--- src/rtl/muxAddrPkg.sv ---
package muxAddrPkg;

  // Per-cycle commands from the sequencer to the datapath
  typedef struct packed {
    logic load;      // capture request, show row nibble
    logic rowOn;     // drop selected row strobe
    logic driveCol;  // show column nibble, set write enable
    logic colOn;     // drop column strobe
    logic drop;      // release strobes, clear write enable
  } seqStrobe_t;

  typedef enum logic [2:0] {
    ST_IDLE,
    ST_ROW_ADDR,
    ST_ROW_STB,
    ST_COL_ADDR,
    ST_COL_STB
  } seqState_t;

endpackage

--- src/rtl/muxAddrSeq.sv ---
module muxAddrSeq
  import muxAddrPkg::*;
(
  input  logic       clk,
  input  logic       rst,
  input  logic       latchEn,
  input  logic       rdIn,
  input  logic       wrIn,
  output seqStrobe_t ctl
);

  seqState_t state, nextState;
  logic      reqValid;

  assign reqValid = latchEn && (rdIn ^ wrIn);

  always_comb begin
    nextState = state;
    ctl       = '0;
    unique case (state)
      ST_IDLE: if (reqValid) begin
        ctl.load  = 1'b1;
        nextState = ST_ROW_ADDR;
      end
      ST_ROW_ADDR: begin
        ctl.rowOn = 1'b1;
        nextState = ST_ROW_STB;
      end
      ST_ROW_STB: begin
        ctl.driveCol = 1'b1;
        nextState    = ST_COL_ADDR;
      end
      ST_COL_ADDR: begin
        ctl.colOn = 1'b1;
        nextState = ST_COL_STB;
      end
      ST_COL_STB: begin
        ctl.drop  = 1'b1;
        nextState = ST_IDLE;
      end
      default: nextState = ST_IDLE;
    endcase
  end

  always_ff @(posedge clk) begin
    if (rst) state <= ST_IDLE;
    else     state <= nextState;
  end


  idle_hold_chk: assert property (@(posedge clk) disable iff (rst)
    (state == ST_IDLE && !reqValid) |=> (state == ST_IDLE));


  return_idle_chk: assert property (@(posedge clk) disable iff (rst)
    (state == ST_COL_STB) |=> (state == ST_IDLE));


  busy_no_load_chk: assert property (@(posedge clk) disable iff (rst)
    (state != ST_IDLE) |-> !ctl.load);

endmodule

--- src/rtl/muxAddrPath.sv ---
module muxAddrPath
  import muxAddrPkg::*;
#(
  parameter int NIB_W  = 4,
  parameter int BANK_W = 2
) (
  input  logic                    clk,
  input  logic                    rst,
  input  seqStrobe_t              ctl,
  input  logic [BANK_W+2*NIB_W-1:0] addrIn,
  input  logic                    wrIn,
  output logic [NIB_W-1:0]        addrOut,
  output logic [(1<<BANK_W)-1:0]  rowStrobeN,
  output logic                    colStrobeN,
  output logic                    writeEn
);

  localparam int NUM_BANKS = 1 << BANK_W;

  logic [NIB_W-1:0]  colReg;
  logic [BANK_W-1:0] bankReg;
  logic              wrReg;

  always_ff @(posedge clk) begin
    if (rst) begin
      colReg     <= '0;
      bankReg    <= '0;
      wrReg      <= 1'b0;
      addrOut    <= '0;
      colStrobeN <= 1'b1;
      writeEn    <= 1'b0;
    end else begin
      if (ctl.load) begin
        colReg  <= addrIn[NIB_W-1:0];
        bankReg <= addrIn[BANK_W+2*NIB_W-1:2*NIB_W];
        wrReg   <= wrIn;
        addrOut <= addrIn[2*NIB_W-1:NIB_W];
      end
      if (ctl.driveCol) begin
        addrOut <= colReg;
        writeEn <= wrReg;
      end
      if (ctl.colOn) colStrobeN <= 1'b0;
      if (ctl.drop) begin
        colStrobeN <= 1'b1;
        writeEn    <= 1'b0;
      end
    end
  end

  // One row strobe flop per bank
  for (genvar b = 0; b < NUM_BANKS; b++) begin : g_rowStb
    always_ff @(posedge clk) begin
      if (rst)                                         rowStrobeN[b] <= 1'b1;
      else if (ctl.rowOn && bankReg == BANK_W'(b))     rowStrobeN[b] <= 1'b0;
      else if (ctl.drop)                               rowStrobeN[b] <= 1'b1;
    end
  end


  one_row_chk: assert property (@(posedge clk) disable iff (rst)
    $onehot0(~rowStrobeN));


  row_addr_settled_chk: assert property (@(posedge clk) disable iff (rst)
    ((&$past(rowStrobeN)) && !(&rowStrobeN)) |-> $stable(addrOut));


  col_addr_settled_chk: assert property (@(posedge clk) disable iff (rst)
    $fell(colStrobeN) |-> $stable(addrOut));


  col_under_row_chk: assert property (@(posedge clk) disable iff (rst)
    !colStrobeN |-> ($countones(~rowStrobeN) == 1));


  col_one_cycle_chk: assert property (@(posedge clk) disable iff (rst)
    !colStrobeN |=> (colStrobeN && (&rowStrobeN)));


  we_under_row_chk: assert property (@(posedge clk) disable iff (rst)
    writeEn |-> !(&rowStrobeN));

endmodule

--- src/rtl/muxAddrStrobeCtrl.sv ---
module muxAddrStrobeCtrl
  import muxAddrPkg::*;
#(
  parameter int NIB_W  = 4,
  parameter int BANK_W = 2
) (
  input  logic                      clk,
  input  logic                      rst,
  input  logic [BANK_W+2*NIB_W-1:0] addrIn,
  input  logic                      rdIn,
  input  logic                      wrIn,
  input  logic                      latchEn,
  output logic [NIB_W-1:0]          addrOut,
  output logic [(1<<BANK_W)-1:0]    rowStrobeN,
  output logic                      colStrobeN,
  output logic                      writeEn
);

  seqStrobe_t ctl;

  muxAddrSeq u_seq (
    .clk    (clk),
    .rst    (rst),
    .latchEn(latchEn),
    .rdIn   (rdIn),
    .wrIn   (wrIn),
    .ctl    (ctl)
  );

  muxAddrPath #(.NIB_W(NIB_W), .BANK_W(BANK_W)) u_path (
    .clk       (clk),
    .rst       (rst),
    .ctl       (ctl),
    .addrIn    (addrIn),
    .wrIn      (wrIn),
    .addrOut   (addrOut),
    .rowStrobeN(rowStrobeN),
    .colStrobeN(colStrobeN),
    .writeEn   (writeEn)
  );


  reset_quiet_chk: assert property (@(posedge clk)
    $past(rst) |-> ((&rowStrobeN) && colStrobeN && !writeEn));

endmodule

--- config.mk ---
export PLATFORM = sky130hd
export DESIGN_NAME = muxAddrStrobeCtrl
export DESIGN_NICKNAME = d
export VERILOG_FILES = /design/src/rtl/muxAddrPkg.sv /design/src/rtl/muxAddrSeq.sv /design/src/rtl/muxAddrPath.sv /design/src/rtl/muxAddrStrobeCtrl.sv
export SDC_FILE = /design/constraint.sdc
export NUM_CORES = 1
export LEC_CHECK = 0
export ABC_AREA = 1
export ABC_CLOCK_PERIOD_IN_PS = 3900
export BUFFER_PORTS_ARGS = -buffer_cell sky130_fd_sc_hd__buf_2
export CAP_MARGIN = 40
export CORE_UTILIZATION = 52
export CTS_CLUSTER_SIZE = 12
export DETAILED_ROUTE_END_ITERATION = 8
export PLACE_DENSITY = 0.8
export SYNTH_ARGS = -nofsm -noshare
export SYNTH_HDL_FRONTEND = slang
export SYNTH_HIERARCHICAL = 1
export SYNTH_SLANG_ARGS = --single-unit
--- constraint.sdc ---
create_clock -name clk -period 3.9 [get_ports clk]
set_clock_uncertainty 0.2 [all_clocks]
set_input_delay 0.195 -clock clk [delete_from_list [all_inputs] [get_ports clk]]
set_output_delay 0.195 -clock clk [all_outputs]
set_load 0.01 [all_outputs]
Word-level counts from Yosys, hierarchy flattened
Cells that the tools add are included.
Operators by class
  equality and inequality tests: 8
  muxes and demuxes: 15
  bitwise logic cells: 1
  reduce and logical (&&, ||, !) cells: 13
Operators by type and width (count)
  3-bit case mux with 4 select lines: 1
  1-bit 2-to-1 mux: 11
  2-bit nonzero test: 5
  4-bit 2-to-1 mux: 2
  3-bit by 2-bit equality test with 1-bit output (second input constant): 2
  1-bit logical AND: 5
  2-bit equality test (second input constant): 2
  3-bit by 1-bit equality test with 1-bit output (second input constant): 1
  3-bit equality test (second input constant): 1
  3-bit zero test: 1
  3-bit 2-to-1 mux: 1
  2-bit by 1-bit equality test with 1-bit output (second input constant): 1
  2-bit zero test: 1
  2-bit by 1-bit != test with 1-bit output (second input constant): 1
  2-bit OR reduction: 1
  1-bit bitwise XOR: 1
Word-level totals
  flip-flop bits (word level): 20
  bits of input ports: 15
  output and inout bits: 10
  logic and storage cells: 48

Logic depth before layout (Yosys ltp)
Gate-level depths: netlist of the first run.
  word-level depth: 6
  mapped depth: 8
  gate-level depth less buffers: 8

By module
Netlist of the first run, hierarchy kept.
By module, submodules not included
  muxAddrPath: times used 1, cells an instance 89, area an instance 680.7 um^2, sequential area each 340.3 um^2
  muxAddrSeq: times used 1, cells an instance 26, area an instance 166.4 um^2, sequential area each 60.1 um^2

Worst setup path after synthesis of the first run
OpenSTA, ideal clock, no wires.
  path type: reg2reg
  start: register u_seq.state[2]
  end: register u_path.bankReg[0]
  setup time: 0.118 ns
  arrival time: 1.121 ns
  required time: 3.582 ns
  path slack: 2.461 ns
  cell stages (with the launch flop): 8
  path buffers: 1
  clock period less this slack: 1.439 ns
  path through: dfxtp_1 > nor2_2 > nand2_1 > nor2_1 > inv_2 > buf_6 > o21ai_2 > a21oi_1
RTL lines
  from (decl): line muxAddrSeq.sv:12  | seqState_t state, nextState;
  from (signal assigned): line muxAddrSeq.sv:47  | else state <= nextState;
  to (signal assigned): line muxAddrPath.sv:35  | bankReg <= addrIn[BANK_W+2*NIB_W-1:2*NIB_W];
  to (decl): line muxAddrPath.sv:21  | logic [BANK_W-1:0] bankReg;

==> results_dict.tcl, run 1 <==
set metrics [dict create \
    path_class "input port to flip-flop" \
    synth_cell_types 17 \
    synth_warnings 6 \
    clockRootBuffer "clkbuf_4" \
    overflow 0 \
    io_buffers 24 \
    relSlewSlack 0.7111 \
    finalSetupViolCount 0 \
    drtIter0Drc 20 \
    synth_area_per_cell_um2 7.366 \
    fin_crit_ps 1735 \
    crit_family "buffers and inverters" \
    synth_area_um2 847.1 \
    reg2reg_setup_slack_ps 2340 \
    required_ps 3890 \
    n_fill_cell 121 \
    regArea_um2 400.4 \
    die_x_um 42.36 \
    die_y_um 42.36 \
    synth_top_family_by_area "simple AND/OR/NAND/NOR gates" \
    final_util 0.7550 \
    gp_congestion 0.8341 \
    fin_hold_ws_ps 9.537 \
    yosys_register_bits 20 \
    worst_slew_pin_slew_ps 430.1 \
    drc 0 \
    min_period_over_period 0.4449 \
    cts_buffers 3 \
    grt.total_usage 0.2350 \
    cts_buffer_depth 2 \
    synth_fa_ha_area_frac 0 \
    start_util 0.5623 \
    hpwlAfterDp_um 1195 \
    tns_ps 0 \
    hold_viol 0 \
    cp_slowest_cell "dlygate4sd3_1" \
    yosys.area_share.xor_xnor 0 \
    p_leak_nw 0.5592 \
    cap_violations 0 \
    synthMuxAreaShare 0 \
    synth_top_area_share 0.4727 \
    synthCells 115 \
    dieArea_mm2 0.001794 \
    arrival_ps 1720 \
    clkSinkCount 20 \
    status "complete, no violations" \
    multiInputGateArea_um2 330.3 \
    clock_latency_ps 290 \
    cts_resized 0 \
    end_kind "flip-flop" \
    num_vias 827 \
    grt_start_max_net_pins 14 \
    hold_path.class "input port to flip-flop" \
    htreeDepth 1 \
    coreArea_mm2 0.001506 \
    syn_nets 130 \
    holdBufCountCts 12 \
    routedWlPerCell_um 10.87 \
    synth_area_leaders "dfxtp_1 47%, inv_1 10%, nand2_1 8.0%" \
    dr.pass1.iters 4 \
    path_buf_inv 3 \
    synth-compound-area-share 0.1728 \
    post_cts_buffers 0 \
    fmax_mhz 576.4 \
    antennaDiodeCount 0 \
    grt_first_pass_wirelength_um 3249 \
    wirelength_um 1837 \
    viasPerCell 4.893 \
    io_pins 25 \
    cp_cell_sequence "dlygate4sd3_1 -> buf_2 -> nand2_1 -> nand3_1 -> nor2_1 -> inv_2 -> o21ai_1 -> a21oi_1" \
    area_growth_pct 34.27 \
    yosysTopAreaCell "dfxtp_1" \
    start_kind "input port" \
    synth-simple-area-share 0.2171 \
    critPathMaxStageDelay_ps 550 \
    antenna_found_initial 0 \
    power.density_mw_per_mm2 459.9 \
    ant_nets 0 \
    nets 169 \
    grt_pass1_vias 814 \
    worst-path-max-fanout 13 \
    seq_area_frac_synth 0.4727 \
    slew_violations 0 \
    clk_pin_slew_ps 120 \
    cts_tree "built" \
    rsz0062_at_grt "no" \
    final_layout_size_suffix_gt1_frac 0.2549 \
    fp-row-count 14 \
    ir_worst_vdd_mv 0.3686 \
]
-- metal layers --
layer  up-vias  share of wire  GRT usage
met2        20           0.52     0.4369
met1       370           0.43     0.2717
li1        433              -          -
met4         0         0.0098    0.06875
met3         4          0.033    0.03879
met5         -              0          0
-- cell type report --
class                   instances  area share
clock inverters                 1     0.02640
multi-input cells              68      0.2904
flip-flops and latches         20      0.3520
inverters                      25     0.08251
clock buffers                   3     0.01980
well taps                      16     0.01760
repair buffers                 36      0.2112
-- final timing paths --
check	from	end	cells after the start
worst max-delay path	wrIn	u_path/colReg[0]$_SDFFE_PP0P_	8
worst min-delay path	latchEn	u_seq/state[0]$_SDFFE_PP0P_	3
worst max register to register	u_seq/state[2]$_SDFFE_PP0P_	u_path/colReg[0]$_SDFFE_PP0P_	6
worst min register to register	u_path/colReg[3]$_SDFFE_PP0P_	u_path/colReg[3]$_SDFFE_PP0P_	2
-- stage by stage --
step | area (µm²) | cells | setup slack (ps) | total power [mW]
global route | 1137 | 169 | 2018 | 0.5511
detailed placement | 964.7 | 153 | 2363 | 0.3494
finish | 1137 | 169 | 2165 | 0.5231
CTS | 1137 | 169 | 2198 | 0.5247
floorplan | 847.1 | 115 | 2461 | 0.3189
global placement | 964.7 | 153 | 2424 | 0.3455
-- worst register-to-register path: stages, from the launching register on --
cell and delay, ps:
dfxtp_1 360, nor2_2 150, nand2_1 80, nor2_1 270, inv_2 190, o21ai_1 160
a21oi_1 50
-- cell usage in the layout, fill, tap and decap left out --
master,n
clkbuf_4,3
a21oi_1,10
nor2_2,1
inv_1,23
inv_2,2
nor2_1,15
nor3_1,2
buf_2,24
dlygate4sd3_1,12
o21ai_2,5
nand4_1,1
nand3_1,5
dfxtp_1,20
o21ai_0,6
a21oi_2,2
o21ai_1,1
nand2_1,18
nor4_1,1
bufinv_16,1
nand2_2,1
-- synth_stat cells --
cell type	n
nand2_2	1
nor2_1	15
o21ai_0	6
nor2_2	1
a21oi_2	2
nand3_1	5
dfxtp_1	20
buf_6	2
inv_2	2
inv_1	23
nor3_1	2
o21ai_2	5
nor4_1	1
a21oi_1	10
nand2_1	18
nand4_1	1
o21ai_1	1
-- state kept, by name, indices dropped and copies added, names as in the netlist --
signal	count
u_path/colStrobeN	1
u_path/colReg	4
u_path/bankReg	2
u_seq/state	3
u_path/rowStrobeN	4
u_path/addrOut	4
u_path/writeEn	1
u_path/wrReg	1
-- logic make-up after synthesis --
| family | after synthesis |
|---|---|
| simple gates | 44 |
| buf+inv | 27 |
| compound gates | 24 |
| flops | 20 |
-- report_power, final --
| part | switching [mW] | total (mW) | internal [mW] |
|---|---|---|---|
| Sequential | 0.0122 | 0.241 | 0.228 |
| Combinational | 0.0695 | 0.116 | 0.0466 |
| Clock | 0.0626 | 0.166 | 0.104 |
(Power assumes the default switching activity.)
==> run 2: changes to the inputs <==
--- a/config.mk
+++ b/config.mk
@@ -5,14 +5,14 @@
 export SDC_FILE = /design/constraint.sdc
 export NUM_CORES = 1
 export LEC_CHECK = 0
-export ABC_AREA = 1
-export ABC_CLOCK_PERIOD_IN_PS = 3900
+export ABC_AREA = 0
+export ABC_CLOCK_PERIOD_IN_PS = 1690
 export BUFFER_PORTS_ARGS = -buffer_cell sky130_fd_sc_hd__buf_2
 export CAP_MARGIN = 40
-export CORE_UTILIZATION = 52
+export CORE_UTILIZATION = 48
 export CTS_CLUSTER_SIZE = 12
 export DETAILED_ROUTE_END_ITERATION = 8
-export PLACE_DENSITY = 0.8
+export PLACE_DENSITY = 0.75
 export SYNTH_ARGS = -nofsm -noshare
 export SYNTH_HDL_FRONTEND = slang
 export SYNTH_HIERARCHICAL = 1
==> constraint.sdc (replaced) <==
create_clock -name clk -period 1.69 [get_ports clk]
set_clock_uncertainty 0.2 [all_clocks]
set_input_delay 0.0845 -clock clk [delete_from_list [all_inputs] [get_ports clk]]
set_output_delay 0.0845 -clock clk [all_outputs]
set_load 0.01 [all_outputs]
==> run 2 against run 1 <==
Effect of this change:
- largest cell class is now multi-input combinational cells
- sequential share of layout area is 0.76 points lower
- combinational power is 96% higher
- sequential cell count stayed put
==> results_dict.tcl, run 2 <==
set metrics [dict create \
    timing.final.ws_setup_ps 73.23 \
    start_util 0.5308 \
    grt_pass1_vias 667 \
    hold_viol 0 \
    synth_area_leaders "dfxtp_1 49%, mux2i_1 15%, nor2_1 5.5%" \
    top_regs "u_path/addrOut x4, u_path/colReg x4, u_path/rowStrobeN x4" \
    wirelength_um 1818 \
    drc 0 \
    worst-path-max-fanout 7 \
    antenna_found_initial 0 \
    cts_buffer_depth 2 \
    gp_congestion 0.7674 \
    clock_latency_ps 290 \
    dr.pass1.iters 4 \
    overflow 0 \
    syn_nets 95 \
    viasPerCell 5.108 \
    ys_async_sr_fraction 0 \
    reg2reg_to "u_path/addrOut[3]$_SDFFE_PP0P_" \
    grt_first_pass_wirelength_um 2732 \
    synth_top_area_share 0.4893 \
    cp_cell_sequence "nand2b_1 -> nor4_4 -> buf_4 -> mux2i_1 -> a211oi_1" \
    required_ps 1670 \
    clockRootBuffer "clkbuf_4" \
    nets 139 \
    yosysTopAreaCell "dfxtp_1" \
    power.density_mw_per_mm2 897.9 \
    hold_end "u_path/colStrobeN$_SDFFE_PP1P_" \
    n_fill_cell 119 \
    hold_start "u_path/colStrobeN$_SDFFE_PP1P_" \
    rsz0062_at_grt "yes" \
    drtIter0Drc 12 \
    dieArea_mm2 0.001874 \
    io_pins 25 \
    fp-row-count 14 \
    r2r_start "u_seq/state[1]$_SDFFE_PP0P_" \
    fin_crit_ps 1617 \
    reg2reg_setup_slack_ps 70 \
    critPathMaxStageDelay_ps 380 \
    cts_tree "built" \
    yosys_register_bits 20 \
    hpwlAfterDp_um 1057 \
    die_x_um 43.29 \
    multiInputGateArea_um2 410.4 \
    cap_violations 0 \
    layout_common_cells "25 x buf_2, 20 x dfxtp_1, 14 x dlygate4sd3_1" \
    end_kind "flip-flop" \
    htreeDepth 1 \
    slew_violations 0 \
    status "complete, no violations" \
    clk_pin_slew_ps 110 \
    synth_cell_types 21 \
    seq_area_frac_synth 0.4893 \
    relSlewSlack 0.7577 \
    fmax_mhz 618.5 \
    finalSetupViolCount 0 \
    synth.most_common_cell "dfxtp_1" \
    ant_nets 0 \
    routedWlPerCell_um 13.08 \
    post-place-ws_ps 140.4 \
    num_vias 710 \
    fin_hold_ws_ps 265.0 \
    clkSinkCount 20 \
    crit_family "simple AND/OR/NAND/NOR gates" \
    ys.flop_type "dfxtp_1" \
    synth_area_um2 818.3 \
    antennaDiodeCount 0 \
    start_kind "flip-flop" \
    cts_buffers 3 \
    p_leak_nw 0.5267 \
    io_buffers 24 \
    synth_warnings 6 \
    coreArea_mm2 0.001541 \
    synth_area_per_cell_um2 10.23 \
    post_cts_buffers 0 \
    arrival_ps 1590 \
    cp_num_cells 5 \
    grt.total_usage 0.2000 \
    final_layout_size_suffix_gt1_frac 0.2846 \
    cp_slowest_cell "dfxtp_1" \
    path_class "flip-flop to flip-flop" \
    reg2regPathDepth 5 \
    min_path_cells 2 \
    power_mw 1.044 \
    layout_commonest_cell "buf_2" \
    min_period_over_period 0.9567 \
    ir_worst_vdd_mv 0.6975 \
    die_y_um 43.29 \
    synthCells 80 \
    regArea_um2 400.4 \
    hold_path.class "flip-flop to flip-flop" \
    grt_start_max_net_pins 22 \
    worst_slew_pin_slew_ps 360.8 \
    area_growth_pct 42.05 \
    path_buf_inv 1 \
    yosys-top-cells-count "20 x dfxtp_1, 12 x mux2i_1, 12 x nor2_1" \
    synth_edf_count 0 \
]
## run 2: cell count changes after synthesis, moves of 3 or more
cell / before / now
inv_1: 23 / 2
a21oi_1: 10 / 0
nand2_1: 18 / 0
nor3b_1: 0 / 4
o21bai_1: 0 / 4
nand3_1: 5 / 0
nor2b_1: 0 / 5
a211oi_1: 0 / 4
mux2i_1: 0 / 12
o21ai_0: 6 / 1
o21ai_2: 5 / 0
nor2_1: 15 / 12
## run 2: area by class of cell
class                           instances  share of cell area
Multi-Input combinational cell         55              0.3531
Sequential cell                        20              0.3445
Clock buffer                            4             0.03122
Inverter                                2            0.006459
Tap cell                               16             0.01722
Timing Repair Buffer                   42              0.2476
## run 2: cell families after synthesis
| group | synth area share |
|---|---|
| flops | 0.4893 |
| simple gates | 0.2233 |
| mux | 0.1468 |
| buf+inv | 0.03363 |
| compound gates | 0.08562 |
| xor+xnor | 0.02141 |
## run 2: per-stage QoR
step | std cells | utilization | area, µm² | setup TNS [ps]
finish | 139 | 0.7541 | 1162 | 0
global route | 139 | 0.7541 | 1162 | -168.4
CTS | 138 | 0.7419 | 1144 | 0
detailed placement | 120 | 0.6274 | 967.2 | 0
global placement | 120 | 0.6274 | 967.2 | 0
floorplan | 80 | - | 818.3 | 0
## run 2: worst max-delay path by stage
stage | from | endpoint | slack [ps]
floorplan | u_seq/state[1]$_SDFFE_PP0P_ | u_path/addrOut[0]$_SDFFE_PP0P_ | 60
global placement | u_seq/state[1]$_SDFFE_PP0P_ | u_path/addrOut[1]$_SDFFE_PP0P_ | 180
detailed placement | u_seq/state[1]$_SDFFE_PP0P_ | u_path/addrOut[3]$_SDFFE_PP0P_ | 140
CTS | u_seq/state[1]$_SDFFE_PP0P_ | u_path/addrOut[1]$_SDFFE_PP0P_ | 100
global route | u_seq/state[1]$_SDFFE_PP0P_ | u_path/addrOut[3]$_SDFFE_PP0P_ | -30
finish | u_seq/state[1]$_SDFFE_PP0P_ | u_path/addrOut[3]$_SDFFE_PP0P_ | 70
## run 2: timing repair
action,CTS,global route
resized for setup,0,4
hold buffers,14,0
endpoints found under the setup margin,0,6
endpoints found under the hold margin,13,0
## run 2: routing by layer
metal / part of all wire / GRT usage / routed length, µm
met1: 0.45 / 0.2105 / 826
met4: 0.010 / 0.09091 / 19
met3: 0.028 / 0.02553 / 50
met5: 0 / 0 / 0
met2: 0.51 / 0.3821 / 921
## run 2: worst register-to-register path: cells and delay by family, from the launching register on
kind                   cells  cell delay, ps
buffers and inverters      1             230
AOI/OAI and AO/OA          1              90
and+or+nand+nor            2             400
muxes                      1             210
DFF                        1             380
## run 2: power breakdown
part	leakage, nW	internal (mW)	switching [mW]
Clock	0.0210	0.131	0.142
Sequential	0.163	0.512	0.0318
Combinational	0.342	0.126	0.100
Total	0.527	0.770	0.274
